File: src/rtl/hpc_pkg.sv
package hpc_pkg;
  localparam logic [1:0] ST_NONE = 2'd0;
  localparam logic [1:0] ST_PWR  = 2'd1;
  localparam logic [1:0] ST_EN   = 2'd2;
  localparam logic [1:0] ST_DIS  = 2'd3;

  localparam logic [1:0] LED_NONE = 2'd0;
  localparam logic [1:0] LED_ON   = 2'd1;
  localparam logic [1:0] LED_OFF  = 2'd3;

  localparam logic [1:0] PRS_LOW   = 2'd0;
  localparam logic [1:0] PRS_EMPTY = 2'd3;

  localparam int EV_BTN = 0;
  localparam int EV_MRL = 1;
  localparam int EV_PRS = 2;
  localparam int EV_W   = 3;

  localparam int CS_BUSY     = 0;
  localparam int CS_MRL      = 1;
  localparam int CS_INV_CMD  = 2;
  localparam int CS_INV_MODE = 3;

  typedef struct packed {
    logic [1:0] prsnt;
    logic       mrl_open;
    logic [1:0] attn;
    logic [1:0] pwr;
    logic [1:0] state;
  } slot_stat_t;

  localparam int STAT_W = $bits(slot_stat_t);
endpackage

File: src/rtl/hpc_slot.sv
module hpc_slot
  import hpc_pkg::*;
(
  input  logic            clk,
  input  logic            rst_n,
  input  logic            op_en,
  input  logic [1:0]      op_state,
  input  logic [1:0]      op_pwr,
  input  logic [1:0]      op_attn,
  input  logic            mrl_open_i,
  input  logic            present_i,
  input  logic [EV_W-1:0] ev_clr_i,
  output slot_stat_t      stat_o,
  output logic [EV_W-1:0] ev_o,
  output logic            remove_o
);
  slot_stat_t      cur, nxt;
  logic [EV_W-1:0] ev_q, ev_set;
  logic            rm_q, rm_nxt;
  logic            mrl_d, prs_d;
  logic            refused;

  assign refused = (op_state == ST_PWR) && (cur.state == ST_EN);

  always_comb begin
    nxt    = cur;
    ev_set = '0;
    rm_nxt = 1'b0;
    if (mrl_open_i != mrl_d) begin
      nxt.mrl_open   = mrl_open_i;
      ev_set[EV_MRL] = 1'b1;
    end
    if (present_i != prs_d) begin
      nxt.prsnt      = present_i ? PRS_LOW : PRS_EMPTY;
      ev_set[EV_PRS] = 1'b1;
    end
    if (op_en && !refused) begin
      // LED fields land first; the removal test below sees the new LED
      if (op_pwr != LED_NONE)  nxt.pwr  = op_pwr;
      if (op_attn != LED_NONE) nxt.attn = op_attn;
      if (cur.state == ST_DIS && (op_state == ST_PWR || op_state == ST_EN)) begin
        nxt.state = op_state;
      end else if ((cur.state == ST_EN || cur.state == ST_PWR) && op_state == ST_DIS) begin
        nxt.state = ST_DIS;
        if (nxt.pwr == LED_OFF) begin
          rm_nxt       = 1'b1;
          nxt.mrl_open = 1'b1;
          nxt.prsnt    = PRS_EMPTY;
          ev_set       = '1;
        end
      end
    end
  end

  always_ff @(posedge clk or negedge rst_n) begin
    if (!rst_n) begin
      cur   <= '{prsnt: PRS_EMPTY, mrl_open: 1'b1, attn: LED_NONE, pwr: LED_OFF, state: ST_DIS};
      ev_q  <= '0;
      rm_q  <= 1'b0;
      mrl_d <= 1'b1;
      prs_d <= 1'b0;
    end else begin
      cur   <= nxt;
      ev_q  <= (ev_q & ~ev_clr_i) | ev_set;
      rm_q  <= rm_nxt;
      mrl_d <= mrl_open_i;
      prs_d <= present_i;
    end
  end

  assign stat_o   = cur;
  assign ev_o     = ev_q;
  assign remove_o = rm_q;

  // a removal request comes with an emptied, disabled, LED-off slot
  p_remove_state_r5: assert property (@(posedge clk) disable iff (!rst_n)
    remove_o |-> (cur.state == ST_DIS && cur.pwr == LED_OFF && cur.mrl_open
                  && cur.prsnt == PRS_EMPTY && ev_q == '1));

  // power-only is only ever entered from disabled
  p_pwr_from_dis_r3: assert property (@(posedge clk) disable iff (!rst_n)
    (cur.state == ST_PWR && $past(cur.state) != ST_PWR) |-> $past(cur.state) == ST_DIS);
endmodule

File: src/rtl/hpc_cmd_seq.sv
module hpc_cmd_seq
  import hpc_pkg::*;
#(
  parameter int NUM_SLOTS = 4,
  parameter int TGT_W     = 5
) (
  input  logic                       clk,
  input  logic                       rst_n,
  input  logic                       cmd_valid_i,
  output logic                       cmd_ready_o,
  input  logic [7:0]                 cmd_code_i,
  input  logic [TGT_W-1:0]           cmd_target_i,
  input  logic [NUM_SLOTS-1:0][1:0]  slot_state_i,
  input  logic [NUM_SLOTS-1:0]       slot_mrl_i,
  output logic [NUM_SLOTS-1:0]       op_en_o,
  output logic [1:0]                 op_state_o,
  output logic [1:0]                 op_pwr_o,
  output logic [1:0]                 op_attn_o,
  output logic [3:0]                 cmd_status_o,
  output logic                       cmd_done_o
);
  localparam int IDX_W = (NUM_SLOTS > 1) ? $clog2(NUM_SLOTS) : 1;
  localparam logic [IDX_W-1:0] LAST = IDX_W'(NUM_SLOTS - 1);

  logic             busy_q, done_q;
  logic [IDX_W-1:0] idx_q;
  logic [1:0]       walk_st_q;
  logic [3:0]       cs_q;
  logic             accept, any_en, tgt_ok;
  logic             inv_cmd, inv_mode, walk_go;
  logic [TGT_W-1:0] tidx;

  assign cmd_ready_o = !busy_q;
  assign accept      = cmd_valid_i && !busy_q;
  assign tidx        = cmd_target_i - TGT_W'(1);
  assign tgt_ok      = (cmd_target_i != '0) && (cmd_target_i <= TGT_W'(NUM_SLOTS));

  always_comb begin
    any_en = 1'b0;
    for (int s = 0; s < NUM_SLOTS; s++) begin
      if (slot_state_i[s] == ST_EN) any_en = 1'b1;
    end
  end

  always_comb begin
    op_en_o    = '0;
    op_state_o = ST_NONE;
    op_pwr_o   = LED_NONE;
    op_attn_o  = LED_NONE;
    inv_cmd    = 1'b0;
    inv_mode   = 1'b0;
    walk_go    = 1'b0;
    if (busy_q) begin
      op_en_o[idx_q] = 1'b1;
      if (slot_mrl_i[idx_q]) begin
        op_pwr_o = LED_OFF;
      end else begin
        op_state_o = walk_st_q;
        op_pwr_o   = LED_ON;
      end
    end else if (accept) begin
      if (cmd_code_i[7:6] == 2'b00) begin
        if (!tgt_ok) begin
          inv_cmd = 1'b1;
        end else if (cmd_code_i[1:0] == ST_PWR && slot_state_i[tidx[IDX_W-1:0]] == ST_EN) begin
          inv_cmd = 1'b1;
        end else begin
          op_en_o[tidx[IDX_W-1:0]] = 1'b1;
          op_state_o = cmd_code_i[1:0];
          op_pwr_o   = cmd_code_i[3:2];
          op_attn_o  = cmd_code_i[5:4];
        end
      end else if (cmd_code_i[7:3] == 5'b01000) begin
        inv_mode = (cmd_code_i[2:0] != 3'd0);
      end else if (cmd_code_i[7:1] == 7'b0100100) begin
        if (any_en) inv_cmd = 1'b1;
        else        walk_go = 1'b1;
      end else begin
        inv_cmd = 1'b1;
      end
    end
  end

  always_ff @(posedge clk or negedge rst_n) begin
    if (!rst_n) begin
      busy_q    <= 1'b0;
      done_q    <= 1'b0;
      idx_q     <= '0;
      walk_st_q <= ST_NONE;
      cs_q      <= '0;
    end else if (accept) begin
      cs_q      <= {inv_mode, inv_cmd, 1'b0, walk_go};
      busy_q    <= walk_go;
      done_q    <= !walk_go;
      idx_q     <= '0;
      walk_st_q <= cmd_code_i[0] ? ST_EN : ST_PWR;
    end else if (busy_q) begin
      if (idx_q == LAST) begin
        busy_q        <= 1'b0;
        cs_q[CS_BUSY] <= 1'b0;
        done_q        <= 1'b1;
      end else begin
        idx_q  <= idx_q + IDX_W'(1);
        done_q <= 1'b0;
      end
    end else begin
      done_q <= 1'b0;
    end
  end

  assign cmd_status_o = cs_q;
  assign cmd_done_o   = done_q;

  // at most one slot receives an operation per cycle
  p_one_slot_r1: assert property (@(posedge clk) disable iff (!rst_n) $onehot0(op_en_o));

  // the walk advances exactly one slot per clock
  p_walk_step_r9: assert property (@(posedge clk) disable iff (!rst_n)
    (busy_q && $past(busy_q)) |-> idx_q == $past(idx_q) + IDX_W'(1));

  // the end of a walk raises the completion pulse
  p_walk_done_r10: assert property (@(posedge clk) disable iff (!rst_n)
    $fell(busy_q) |-> done_q);

  // a freshly taken command never reports the latch error bit
  p_status_clean_r10: assert property (@(posedge clk) disable iff (!rst_n)
    accept |=> !cs_q[CS_MRL]);
endmodule

File: src/rtl/hp_slot_cmd_ctrl.sv
module hp_slot_cmd_ctrl
  import hpc_pkg::*;
#(
  parameter int NUM_SLOTS = 4,
  parameter int TGT_W     = 5
) (
  input  logic                        clk,
  input  logic                        rst_n,
  input  logic                        cmd_valid_i,
  output logic                        cmd_ready_o,
  input  logic [7:0]                  cmd_code_i,
  input  logic [TGT_W-1:0]            cmd_target_i,
  input  logic [NUM_SLOTS-1:0]        mrl_open_i,
  input  logic [NUM_SLOTS-1:0]        present_i,
  input  logic [EV_W*NUM_SLOTS-1:0]   ev_clr_i,
  output logic [STAT_W*NUM_SLOTS-1:0] slot_status_o,
  output logic [EV_W*NUM_SLOTS-1:0]   slot_events_o,
  output logic [NUM_SLOTS-1:0]        remove_o,
  output logic [3:0]                  cmd_status_o,
  output logic                        cmd_done_o
);
  logic [NUM_SLOTS-1:0][1:0] st_vec;
  logic [NUM_SLOTS-1:0]      mrl_vec;
  logic [NUM_SLOTS-1:0]      op_en;
  logic [1:0]                op_state, op_pwr, op_attn;
  slot_stat_t                stat [NUM_SLOTS];

  hpc_cmd_seq #(.NUM_SLOTS(NUM_SLOTS), .TGT_W(TGT_W)) u_seq (
    .clk          (clk),
    .rst_n        (rst_n),
    .cmd_valid_i  (cmd_valid_i),
    .cmd_ready_o  (cmd_ready_o),
    .cmd_code_i   (cmd_code_i),
    .cmd_target_i (cmd_target_i),
    .slot_state_i (st_vec),
    .slot_mrl_i   (mrl_vec),
    .op_en_o      (op_en),
    .op_state_o   (op_state),
    .op_pwr_o     (op_pwr),
    .op_attn_o    (op_attn),
    .cmd_status_o (cmd_status_o),
    .cmd_done_o   (cmd_done_o)
  );

  for (genvar g = 0; g < NUM_SLOTS; g++) begin : g_slot
    hpc_slot u_slot (
      .clk        (clk),
      .rst_n      (rst_n),
      .op_en      (op_en[g]),
      .op_state   (op_state),
      .op_pwr     (op_pwr),
      .op_attn    (op_attn),
      .mrl_open_i (mrl_open_i[g]),
      .present_i  (present_i[g]),
      .ev_clr_i   (ev_clr_i[g*EV_W +: EV_W]),
      .stat_o     (stat[g]),
      .ev_o       (slot_events_o[g*EV_W +: EV_W]),
      .remove_o   (remove_o[g])
    );
    assign st_vec[g]                         = stat[g].state;
    assign mrl_vec[g]                        = stat[g].mrl_open;
    assign slot_status_o[g*STAT_W +: STAT_W] = stat[g];
  end
endmodule

File: config.mk
export PLATFORM = sky130hd
export DESIGN_NAME = hp_slot_cmd_ctrl
export DESIGN_NICKNAME = d
export VERILOG_FILES = /design/src/rtl/hpc_pkg.sv /design/src/rtl/hpc_slot.sv /design/src/rtl/hpc_cmd_seq.sv /design/src/rtl/hp_slot_cmd_ctrl.sv
export SDC_FILE = /design/constraint.sdc
export NUM_CORES = 1
export LEC_CHECK = 0
export BUFFER_PORTS_ARGS = -buffer_cell sky130_fd_sc_hd__buf_2
export CORE_UTILIZATION = 35
export CTS_CLUSTER_DIAMETER = 80
export DETAILED_ROUTE_END_ITERATION = 12
export GPL_TIMING_DRIVEN = 1
export PLACE_DENSITY_LB_ADDON = 0.12
export SLEW_MARGIN = 10
export SYNTH_ARGS = -nofsm -noshare
export SYNTH_HDL_FRONTEND = slang
export SYNTH_SLANG_ARGS = --single-unit
File: constraint.sdc
create_clock -name clk -period 4.82 [get_ports clk]
set_input_delay 0.964 -clock clk [delete_from_list [all_inputs] [get_ports clk]]
set_output_delay 0.964 -clock clk [all_outputs]
set_load 0.05 [all_outputs]
==> results.toml <==
[critical_path]
cp-start-kind = "primary input"
crit_fanout = 8
worst_r2r_endpoint = "g_slot[1].u_slot.stat_o[7]"
critical_path.reg2reg.startpoint = "u_seq.busy_q"
timing.critical_path.from = "cmd_target_i[0]"
worst-endpoint-required_ns = 5.07
critPathKind = "in -> reg"
r2r_cells = 9
cp-end-kind = "flip-flop"
ff2ff_setup_slack_ns = 1.37
setup.worst_path.end = "g_slot[1].u_slot.stat_o[7]"
critPathArrivalTime_ns = 3.88

[die]
io_pins = 94
initial_core_util_pct = 35.8
die-width_um = 105
design.die.area_mm2 = 0.0109
overall_die_height_um = 105
floorplan_row_count = 37
floorplan.core_area_mm2 = 0.0103

[finish]
layout_commonest_cell = "buf_2"
final-seq-area_mm2 = 0.00177
multi_input_area_mm2 = 0.00174
n_fill_cell = 1058
stdcell_count = 586
most-common-layout-cells = "92 x buf_2, 38 x nand2_1, 37 x dfrtp_1"
antenna-diode-count = 0
areaGrowthSynthToFinish_pct = 21.1
final_layout_size_suffix_gt1_share_pct = 34.4
layout.nets = 499

[pwr]
irDropWorstVdd_uv = 139
power_leakage_nw = 1.97
pwr_density_cell_mw_per_mm2 = 359

[route]
drt.antenna.violating_nets = 0
drt_first_pass_iters = 4
drt_first_iter_violations = 164
via_per_inst = 5.11
number_of_vias_in_the_routed_layout = 2996
remaining_drc_errors = 0
average_routed_wire_per_standard_cell_um = 15.9
postRouteWirelength_um = 9340

[flow_run]
max_cap_violations = 0

[synth]
yosys-top-cells-area = "dfrtp_1 25%, dfstp_2 23%, ha_1 6.1%, nand2_1 3.9%, o21ai_0 3.3%"
ys_warn_count = 0
synth.largest_area_cell = "dfrtp_1"
synth_sequential_area_ratio_pct = 48.0
netlist_instances = 350
synthesis.area_mm2 = 0.00368
synthesized_nets = 404
ys_types = 59
yosysTopAreaCellShare_pct = 25.2
mapped_avg_cell_area_um2 = 10.5
synth_top_flop_cell = "dfrtp_1"
ys_async_sr_fraction_pct = 100
postSynthRegisterBits = 69
synth_edf_count = 0

[clocking]
cts.root.buffer_cell = "clkbuf_8"
cts_buffer_depth = 2
cts_hold_buf = 0
cts_inserted_buffers = 9
clk_pin_slew_worst_paths_ns = 0.07
post_cts_resized = 0
cts-htree-levels = 3
clock_sink_count = 69
cts_setup_buffers = 0
cts_tree = "done"
insertion_delay_ns = 0.35

[timing]
post-route-period-util_pct = 75.3
timing_max_transition_violations_final = 0
rsz0062_at_grt = "no"
slew-limit-headroom_pct = 32.2
timing.setup.tns_ns = 0
setup_violations = 0
timing.clock.skew_ns = 0.00955
hold_viol_final = 0
max_freq_mhz = 275
tightestPinTransition_ns = 1.02
min_clock_period_post_route_ns = 3.63

[placed_design]
finalWeightedCongestion = 0.876
half_perimeter_wire_length_after_placement_um = 7060
number_of_placed_instances_with_taps_included = 570
count_of_input_and_output_buffers = 92

[status]
run_status = "finished clean"

[global_route]
grt_pass1_wl_um = 15300
first_global_vias = 2892
antenna_found_initial = 0
grtUsageTotal_pct = 18.1
grt_max_degree = 47
globalRouteOverflowTotal = 0

[worst_hold_path]
holdCritPathClass = "reg -> reg"
==> power breakdown <==
part           switching [mW]  leakage, nW  total [mW]  internal [mW]
clock network           0.208       0.0979       0.477          0.269
logic                   0.308         1.08       0.423          0.115
registers              0.0483        0.801       0.701          0.653
total                   0.564         1.97        1.60           1.04
==> routing by layer <==
metal | global-route usage [%] | up-vias | share of wire [%] | wire, um
li1 | - | 1463 | - | -
met1 | 24.7 | 1454 | 47 | 4410
met2 | 28.3 | 70 | 47 | 4410
met3 | 3.74 | 9 | 4.2 | 390
met4 | 6.43 | 0 | 1.4 | 134
met5 | 0 | - | 0 | 0
==> worst min-delay path by stage <==
stage                          startpoint                         end  slack (ns)  cells past startpoint
3_5_place_dp   g_slot[0].u_slot.stat_o[3]  g_slot[0].u_slot.stat_o[3]        0.46                      2
5_1_grt        g_slot[1].u_slot.stat_o[2]  g_slot[1].u_slot.stat_o[2]        0.50                      2
3_3_place_gp   g_slot[3].u_slot.stat_o[3]  g_slot[3].u_slot.stat_o[3]        0.46                      2
4_1_cts        g_slot[2].u_slot.stat_o[3]  g_slot[2].u_slot.stat_o[3]        0.47                      2
6_report       g_slot[2].u_slot.stat_o[3]  g_slot[2].u_slot.stat_o[3]        0.47                      2
2_1_floorplan          u_seq.walk_st_q[0]          u_seq.walk_st_q[0]        0.45                      2
==> sequential cells by signal (all words and copies together) (netlist names) <==
register	count
g_slot.u_slot.ev_o	12
g_slot.u_slot.mrl_d	4
g_slot.u_slot.prs_d	4
g_slot.u_slot.remove_o	4
g_slot.u_slot.stat_o	36
u_seq.busy_q	1
u_seq.cmd_done_o	1
u_seq.cmd_status_o	3
u_seq.idx_q	2
u_seq.walk_st_q	2
==> synthesized netlist by cell type, types with 3 or more instances <==
master and number:
o21bai_1 3, a21oi_1 8, o32a_1 8, nand3_1 10, a22o_1 3, a31oi_1 3
a221oi_2 3, o221ai_1 7, o22ai_1 3, a21bo_2 6, o211ai_1 3, maj3_1 3
a2111o_1 3, nor2_1 10, nand2b_1 17, ha_1 18, o21a_1 4, o22a_1 3
o2bb2ai_1 4, o31ai_1 5, buf_4 6, dfrtp_1 37, and2_1 4, nor3_1 4
nand2_1 38, xnor2_1 6, xor2_1 4, inv_1 31, o21ai_0 24, dfstp_2 32
a211oi_1 4
==> stage by stage <==
stage	worst slack [ns]	util (%)	hold slack (ns)	cell area, um^2	total power, mW
6_report	1.19	43.4	0.469	4460	1.60
2_1_floorplan	1.48	-	0.449	3680	1.01
3_3_place_gp	0.974	41.5	0.463	4260	1.13
5_1_grt	0.981	43.4	0.497	4460	1.69
3_5_place_dp	0.844	41.5	0.464	4260	1.14
4_1_cts	1.22	43.4	0.474	4460	1.62
==> logic make-up after synthesis <==
| kind of cell | share of synthesized area [%] |
|---|---|
| compound gates | 22.3 |
| simple gates | 14.0 |
| flops | 48.0 |
| buf+inv | 4.86 |
| fa+ha+maj | 6.93 |
| xor+xnor | 2.38 |
| mux | 1.50 |
| other cells | 0.102 |
==> area by class of cell <==
type                    count  share of cell area [%]
inverters                  32                    2.70
clock inverters             1                   0.674
well taps                 136                    3.82
repair buffers             93                    10.5
flip-flops and latches     69                    39.6
multi-input cells         240                    38.9
clock buffers              15                    3.73
==> critical path: stages <==
cell and delay [ns]:
buf_2 0.18, inv_1 0.08, ha_1 0.25, xor2_1 0.21
nor4_4 0.45, a22o_1 0.33, inv_1 0.07, ha_1 0.22
nand2_1 0.19, o2111ai_2 0.21, a211o_1 0.45, o31ai_1 0.26
Note: power is estimated with default switching activity, not from simulation.
